--- config.mk ---
export PLATFORM = sky130hd
export DESIGN_NAME = selftest_hang_indicator
export DESIGN_NICKNAME = d
export VERILOG_FILES = /design/src/rtl/status_pin_pkg.sv /design/src/rtl/status_pin_counters.sv /design/src/rtl/status_pin_ctrl.sv /design/src/rtl/selftest_hang_indicator.sv
export SDC_FILE = /design/constraint.sdc
export NUM_CORES = 1
export LEC_CHECK = 0
export BUFFER_PORTS_ARGS = -buffer_cell sky130_fd_sc_hd__buf_2
export CAP_MARGIN = 20
export CORE_MARGIN = 5
export CORE_UTILIZATION = 40
export CTS_CLUSTER_DIAMETER = 50
export DETAILED_ROUTE_END_ITERATION = 8
export GPL_TIMING_DRIVEN = 0
export SLEW_MARGIN = 5
export SYNTH_ARGS = -nofsm -noshare
export SYNTH_HDL_FRONTEND = slang
export SYNTH_HIERARCHICAL = 1
export SYNTH_SLANG_ARGS = --single-unit
--- constraint.sdc ---
create_clock -name clk -period 5.2 [get_ports clk]
set_input_delay 0.26 -clock clk [delete_from_list [all_inputs] [get_ports clk]]
set_output_delay 0.26 -clock clk [all_outputs]
set_load 0.01 [all_outputs]
--- src/rtl/status_pin_pkg.sv ---
package status_pin_pkg;

  typedef enum logic [2:0] {
    ST_RESET  = 3'd0,
    ST_TEST   = 3'd1,
    ST_WINDOW = 3'd2,
    ST_PASS   = 3'd3,
    ST_FAIL   = 3'd4,
    ST_PULSE  = 3'd5
  } pinState_e;

  typedef struct packed {
    logic winClr;
    logic winInc;
    logic stallClr;
    logic stallInc;
    logic pulseClr;
    logic pulseInc;
  } ctrlStrobe_t;

endpackage

--- src/rtl/status_pin_counters.sv ---
module status_pin_counters #(
  parameter int WINDOW_LEN  = 16,
  parameter int STALL_LIMIT = 2048,
  parameter int PULSE_LEN   = 3
) (
  input  logic                       clk,
  input  logic                       rst,
  input  status_pin_pkg::ctrlStrobe_t strobe,
  output logic                       winDone,
  output logic                       stallHit,
  output logic                       pulseDone
);

  localparam int WW = (WINDOW_LEN  > 1) ? $clog2(WINDOW_LEN)  : 1;
  localparam int SW = (STALL_LIMIT > 1) ? $clog2(STALL_LIMIT) : 1;
  localparam int PW = (PULSE_LEN   > 1) ? $clog2(PULSE_LEN)   : 1;

  localparam logic [WW-1:0] WIN_LAST   = WW'(WINDOW_LEN - 1);
  localparam logic [SW-1:0] STALL_LAST = SW'(STALL_LIMIT - 1);
  localparam logic [PW-1:0] PULSE_LAST = PW'(PULSE_LEN - 1);

  logic [WW-1:0] winCnt;
  logic [SW-1:0] stallCnt;
  logic [PW-1:0] pulseCnt;

  // Clear wins over increment on each counter.
  always_ff @(posedge clk) begin
    if (rst || strobe.winClr)    winCnt <= '0;
    else if (strobe.winInc)      winCnt <= winCnt + 1'b1;
  end

  always_ff @(posedge clk) begin
    if (rst || strobe.stallClr)  stallCnt <= '0;
    else if (strobe.stallInc)    stallCnt <= stallCnt + 1'b1;
  end

  always_ff @(posedge clk) begin
    if (rst || strobe.pulseClr)  pulseCnt <= '0;
    else if (strobe.pulseInc)    pulseCnt <= pulseCnt + 1'b1;
  end

  assign winDone   = (winCnt   == WIN_LAST);
  assign stallHit  = (stallCnt == STALL_LAST);
  assign pulseDone = (pulseCnt == PULSE_LAST);

endmodule

--- src/rtl/status_pin_ctrl.sv ---
module status_pin_ctrl (
  input  logic                        clk,
  input  logic                        rst,
  input  logic                        testStart,
  input  logic                        resultStart,
  input  logic                        testPass,
  input  logic                        powerUpDone,
  input  logic                        instRetired,
  input  logic                        winDone,
  input  logic                        stallHit,
  input  logic                        pulseDone,
  output status_pin_pkg::ctrlStrobe_t strobe,
  output status_pin_pkg::pinState_e   state,
  output logic                        pinLevel
);
  import status_pin_pkg::*;

  pinState_e nextState;
  logic      idleCycle;

  assign idleCycle = powerUpDone && !instRetired;

  always_ff @(posedge clk) begin
    if (rst) state <= ST_RESET;
    else     state <= nextState;
  end

  always_comb begin
    nextState = state;
    strobe    = '0;
    unique case (state)
      ST_RESET: begin
        strobe.stallClr = 1'b1;
        if (testStart) nextState = ST_TEST;
      end
      ST_TEST: begin
        strobe.stallClr = 1'b1;
        if (resultStart) begin
          nextState     = ST_WINDOW;
          strobe.winClr = 1'b1;
        end
      end
      ST_WINDOW: begin
        strobe.stallClr = 1'b1;
        if (winDone) nextState = testPass ? ST_PASS : ST_FAIL;
        else         strobe.winInc = 1'b1;
      end
      ST_PASS: begin
        if (idleCycle && stallHit) begin
          nextState       = ST_PULSE;
          strobe.stallClr = 1'b1;
          strobe.pulseClr = 1'b1;
        end else begin
          strobe.stallInc = idleCycle;
          strobe.stallClr = !idleCycle;
        end
      end
      ST_PULSE: begin
        // Stall tracking continues; a retirement only clears the count.
        strobe.stallInc = idleCycle;
        strobe.stallClr = !idleCycle;
        if (pulseDone) nextState = ST_PASS;
        else           strobe.pulseInc = 1'b1;
      end
      ST_FAIL: begin
        strobe.stallClr = 1'b1;
      end
      default: begin
        nextState       = ST_RESET;
        strobe.stallClr = 1'b1;
      end
    endcase
  end

  assign pinLevel = (state == ST_TEST) || (state == ST_FAIL) || (state == ST_PULSE);

endmodule

--- src/rtl/selftest_hang_indicator.sv ---
module selftest_hang_indicator #(
  parameter int WINDOW_LEN  = 16,
  parameter int STALL_LIMIT = 2048,
  parameter int PULSE_LEN   = 3
) (
  input  logic       clk,
  input  logic       rst,
  input  logic       testStart,
  input  logic       resultStart,
  input  logic       testPass,
  input  logic       powerUpDone,
  input  logic       instRetired,
  output logic       statusPin,
  output logic [2:0] dbgState
);
  import status_pin_pkg::*;

  ctrlStrobe_t strobe;
  pinState_e   state;
  logic        winDone;
  logic        stallHit;
  logic        pulseDone;

  status_pin_ctrl u_ctrl (
    .clk         (clk),
    .rst         (rst),
    .testStart   (testStart),
    .resultStart (resultStart),
    .testPass    (testPass),
    .powerUpDone (powerUpDone),
    .instRetired (instRetired),
    .winDone     (winDone),
    .stallHit    (stallHit),
    .pulseDone   (pulseDone),
    .strobe      (strobe),
    .state       (state),
    .pinLevel    (statusPin)
  );

  status_pin_counters #(
    .WINDOW_LEN  (WINDOW_LEN),
    .STALL_LIMIT (STALL_LIMIT),
    .PULSE_LEN   (PULSE_LEN)
  ) u_cnt (
    .clk       (clk),
    .rst       (rst),
    .strobe    (strobe),
    .winDone   (winDone),
    .stallHit  (stallHit),
    .pulseDone (pulseDone)
  );

  assign dbgState = state;

endmodule

==> results of run 1 <==
-- registers in the layout, indices dropped and copies added, names as in the netlist --
signal          flops
u_cnt/winCnt        4
u_cnt/stallCnt     11
u_cnt/pulseCnt      2
u_ctrl/state        3
-- layer usage --
metal / vias up / share of wire / GRT usage
li1: 470 / - / -
met1: 439 / 0.45 / 0.140
met4: 0 / 0.013 / 0.0398
met2: 13 / 0.50 / 0.216
met5: - / 0 / 0
met3: 4 / 0.035 / 0.0306
-- worst reg2reg max path: cells and delay by family (launching register included) --
| family | cells | cell delay (ns) |
|---|---|---|
| AO/OA/AOI/OAI | 2 | 0.28 |
| AND/OR/NAND/NOR | 5 | 0.95 |
| adder cells (fa/ha/maj) | 1 | 0.27 |
| flip-flops | 1 | 0.36 |
| buffers and inverters | 2 | 0.27 |
-- cells in the mapped netlist, types with 3 or more instances --
library cell	n	area (um2)
nor2_1	11	41.3
xnor2_1	3	26.3
nand4_1	3	18.8
nand2_1	4	15.0
buf_6	4	45.0
o31ai_1	3	22.5
nor3_1	8	40.0
mux2i_1	4	40.0
xor2_1	5	43.8
or4_1	3	22.5
inv_1	5	18.8
dfxtp_1	20	400
o21ai_0	4	20.0
a21oi_1	5	25.0
nand3_1	6	30.0
ha_1	3	37.5
-- stage by stage --
step	hold slack, ns	setup WS, ns	cell area [um2]	instances
3_5_place_dp	0.487	3.03	1200	162
2_1_floorplan	0.336	3.27	1110	121
4_1_cts	0.180	2.99	1240	166
5_1_grt	0.196	2.81	1240	166
3_3_place_gp	0.466	3.08	1200	162
6_report	0.199	3.01	1240	166
-- layout make-up --
class,count,share of cell area
inverter,5,0.0152
multi-input combinational,89,0.513
clock buffer,4,0.0294
timing repair buffer,10,0.0405
sequential,20,0.324
buffer,7,0.0466
tap,31,0.0314
-- power breakdown --
part	switching [mW]	internal (mW)
combinational	0.0293	0.0251
clock	0.0494	0.0427
sequential	0.00226	0.157
-- kinds of logic after synthesis --
kind of cell,after synthesis,share of synthesized area
buf+inv,12,0.0687
compound gates,21,0.146
fa+ha+maj,3,0.0338
simple gates,53,0.292
xor+xnor,8,0.0631
mux,4,0.0360
flops,20,0.360
-- worst paths after layout --
check | endpoint | slack, ns | from | cells past startpoint
setup / recovery | u_cnt/stallCnt[9] | 3.01 | u_cnt/stallCnt[0] | 10
hold / removal | u_ctrl/state[0] | 0.20 | rst | 2
setup reg to reg | u_cnt/stallCnt[9] | 3.01 | u_cnt/stallCnt[0] | 10
hold reg to reg | u_cnt/stallCnt[10] | 0.51 | u_cnt/stallCnt[10] | 2
==> flow_summary.toml, run 1 <==
[critical_path]
crit_fanout = 8
critPathArrivalTime_ns = 2.43
path_common_cell = "nand3_1"
worst_ep_required_time_ns = 5.44
critPathKind = "reg -> reg"
critPathBufInv = 2
start_kind = "register"
critPathMaxStageDelay_ns = 0.46
cp_cell_sequence = "ha_1 > nand3_1 > nor3_1 > nor2_1 > o211ai_1 > inv_1 > buf_2 > nand3_1 > or4_1 > a21oi_1"
crit_family = "simple AND/OR/NAND/NOR gates"
crit_path_top_delay_cell = "or4_1"
end_kind = "register"

[synthesis]
netlist_area_um2 = 1110
syn-instance-count = 121
yosysWarnings = 6
synth_ff_type = "dfxtp_1"
async_reset_ff_frac = 0
syn_nets = 131
synth.distinct_cells = 42
synth-seq-area-share = 0.360
synth-edff-count = 0
avgSynthCellArea_um2 = 9.18
ys_ff_latch = 20

[placed_design]
hpwl_um = 1620
port_buffers = 10
gp_congestion = 0.831

[detailed_routing]
routedWlPerCell_um = 13.0
ant_nets = 0
route.detailed.drc = 0
routed_wl_um = 2170
dr.pass1.iters = 4
vias = 926
vias_per_cell = 5.58
first_iter_violations = 22

[cells_and_area]
final_nets = 146
area.sequential_um2 = 400
drive_above_1_share = 0.215
layout_common_cells = "dfxtp_1 (20), buf_2 (11), nor2_1 (11)"
layout_commonest_cell = "dfxtp_1"
final_util = 0.456
nFillCells = 283
area_growth_syn_to_layout_pct = 11.3
multiInputGateArea_um2 = 634
insertedDiodeCount = 0

[job]
maxCapViolCount = 0

[floorplan]
die_width_um = 62.7
die_h_um = 62.7
dieArea_um2 = 3930
ios = 11
core_area_um2 = 2710
rows = 19
start_util = 0.410

[sta]
skew_ns = 0.00109
drv_slew = 0
fin_crit_ns = 2.19
finalSetupTns_ns = 0
rsz0062_at_grt = "no"
finalSetupViolCount = 0
relSlewSlack = 0.602
fmax_mhz = 456
finalHoldViolations = 0
tightest_slew_ns = 0.595
period_share = 0.422

[global_routing]
grt_pass1_vias = 923
grt_overflow = 0
grt_util_all_layers = 0.121
antenna_found_initial = 0
grt_max_degree = 12
grt_pass1_wl_um = 3990

[worst_hold_path]
min_path_type = "in -> reg"

[pwr]
finalPower_mw = 0.306
leakagePower_nw = 0.443
peakVddDrop_v = 0.000132
power_density_nw_per_um2 = 247

[clock_tree]
cts_root_buf = "clkbuf_4"
cts-resized-gates = 0
cts_tree = "built"
cts.sinks = 20
htree_num_levels = 1
postCtsSetupBuffers = 0
worst_skew_pair.late_latency_ns = 0.30
clk_pin_slew_ns = 0.12
cts_buffers = 3
cts_hold_buf = 0
cts_max_path_buffers = 2

[status]
status = "completed"
No activity file was read; power rests on OpenSTA's default activity.
==> run 2, diff against run 1 <==
==> constraint.sdc (replaced) <==
create_clock -name clk -period 1.9 [get_ports clk]
set_input_delay 0.095 -clock clk [delete_from_list [all_inputs] [get_ports clk]]
set_output_delay 0.095 -clock clk [all_outputs]
set_load 0.01 [all_outputs]
==> run 2 against run 1 <==
Compared with the run above:
- total power rose to 2.6 times the previous value
- first-iteration DRC count grew to 2.7 times the previous value
- non-clock buffer count is 16 higher
- critical path depth unchanged
- clock skew grew 0.011 ns
- die area did not move
- via count increased by 5.2%
- final cell count grew 9.0%
- highest routed layer unchanged
==> flow_summary.toml, run 2 (synthesized netlist as in run 1, its figures left out) <==
[critical_path]
crit_fanout = 7
crit_path_top_delay_cell = "or4_1"
critPathArrivalTime_ns = 2.11
worst-r2r-cell-count = 10
r2r_slack_ns = 0.02
timing.rr.end = "u_cnt/stallCnt[7]"
cp_cell_sequence = "ha_4 > nand3_4 > nor3_4 > nor2_1 > o211ai_1 > inv_1 > buf_6 > nand3_4 > or4_1 > a21oi_1"
path_common_cell = "nand3_4"
timing.rr.start = "u_cnt/stallCnt[0]"
worst_ep_required_time_ns = 2.13
start_kind = "register"
critPathMaxStageDelay_ns = 0.48
end_kind = "register"
critPathKind = "reg -> reg"

[cells_and_area]
layout_common_cells = "buf_4 (19), dfxtp_1 (12), nor2_1 (11)"
layout_commonest_cell = "buf_4"
final_util = 0.537
nFillCells = 251
drive_above_1_share = 0.433
final_nets = 162
insertedDiodeCount = 0
stdcell_area_um2 = 1460
largest-register = "u_cnt/stallCnt"
top_regs = "u_cnt/stallCnt: 11 flops, u_cnt/winCnt: 4 flops, u_ctrl/state: 3 flops"
area_growth_syn_to_layout_pct = 31.0
largest_register_ff_count = 11

[sta]
tightest_slew_ns = 0.551
finalHoldViolations = 0
drv_slew = 0
finalSetupTns_ns = 0
period_share = 0.987
relSlewSlack = 0.632
fmax_mhz = 533
rsz0062_at_grt = "yes"
layout_setup_ws_ns = 0.0249
finalSetupViolCount = 0
skew_ns = 0.0116
fin_crit_ns = 1.88

[worst_hold_path]
holdPathStages = 2
hold_start = "rst"
min_path_type = "in -> reg"
min_delay_worst_endpoint = "u_ctrl/state[1]"

[floorplan]
dieArea_um2 = 3930
ios = 11
die_h_um = 62.7
rows = 19
start_util = 0.410
core_area_um2 = 2710
die_width_um = 62.7

[pwr]
leakagePower_nw = 0.544
peakVddDrop_v = 0.000375
power_density_nw_per_um2 = 543

[global_routing]
grt_util_met3 = 0.0288
grt_pass1_vias = 918
grt_overflow = 0
grt_use_met1 = 0.145
grt_max_degree = 11
grt_pass1_wl_um = 3970
grt_use_met2 = 0.207
grt_util_all_layers = 0.123
top_usage_layer = "met2"
antenna_found_initial = 0

[detailed_routing]
ant_nets = 0
routed_wl_um = 2430
vias_per_cell = 5.38
vias = 974
routedWlPerCell_um = 13.4
dr.pass1.iters = 4
route.detailed.drc = 0
first_iter_violations = 60

[placed_design]
hpwl_um = 1600
dpl_cell_area_um2 = 1200
port_buffers = 10
gp_congestion = 0.783
pre_cts_slack_ns = -0.241

[clock_tree]
worst_skew_pair.late_latency_ns = 0.30
cts_max_path_buffers = 2
cts_tree = "built"
cts_root_buf = "clkbuf_4"
cts_buffers = 3
cts.sinks = 20
htree_num_levels = 1
clk_pin_slew_ns = 0.11

[status]
status = "completed"

[job]
maxCapViolCount = 0
==> run 2: cell types whose count changed in the layout (fill, tap and decap cells not counted), sizes merged <==
cell    before  now
clkbuf       6    4
buf         15   32
==> run 2: per-stage QoR <==
stage | cells | total power [mW] | hold WS [ns]
floorplan | 121 | 0.557 | 0.171
global placement | 162 | 0.592 | 0.357
detailed placement | 162 | 0.595 | 0.367
CTS | 168 | 0.804 | 0.0436
global route | 181 | 0.848 | 0.0370
finish | 181 | 0.790 | 0.0439
==> run 2: layout make-up <==
cell class                      instances  area, um2  share of cell area
Timing Repair Buffer                   29        193               0.132
Inverter                                5       18.8              0.0129
Buffer                                  4       37.5              0.0258
Tap cell                               31       38.8              0.0267
Sequential cell                        20        423               0.291
Clock buffer                            3       22.5              0.0155
Multi-Input combinational cell         89        722               0.496
==> run 2: worst max-delay path: cells and delay by family, from the launching register on <==
family | cells | cell delay, ns
simple gates | 5 | 0.78
flops | 1 | 0.38
buf+inv | 2 | 0.23
compound gates | 2 | 0.23
fa+ha+maj | 1 | 0.17
==> run 2: worst max-delay path by stage <==
| stage | slack [ns] | to | start | cells after the start |
|---|---|---|---|---|
| floorplan | 0.002 | u_cnt/stallCnt[9] | u_ctrl/state[1] | 9 |
| global placement | -0.22 | u_cnt/stallCnt[4] | u_cnt/stallCnt[0] | 8 |
| detailed placement | -0.24 | u_cnt/stallCnt[0] | u_cnt/stallCnt[0] | 8 |
| CTS | 0.01 | u_cnt/stallCnt[6] | u_cnt/stallCnt[0] | 10 |
| global route | -0.09 | u_cnt/stallCnt[5] | u_cnt/stallCnt[0] | 11 |
| finish | 0.02 | u_cnt/stallCnt[7] | u_cnt/stallCnt[0] | 10 |
==> run 2: repair_timing <==
action / in CTS / in global routing
hold buffers: 0 / 0
pin swaps: 2 / 6
setup buffers: 4 / 15
setup endpoints to repair: 11 / 13
gates resized for setup: 11 / 22
==> run 2: routing by layer <==
| layer | vias to the layer above | share of wire |
|---|---|---|
| met5 | - | 0 |
| met4 | 0 | 0.016 |
| met3 | 4 | 0.029 |
| met2 | 10 | 0.53 |
| met1 | 463 | 0.42 |
| li1 | 497 | - |
==> run 2: power breakdown <==
part           total, mW  leakage [nW]  internal, mW  switching [mW]
clock              0.197        0.0138        0.0738           0.123
sequential         0.431         0.167         0.423         0.00770
combinational      0.163         0.363        0.0788          0.0841
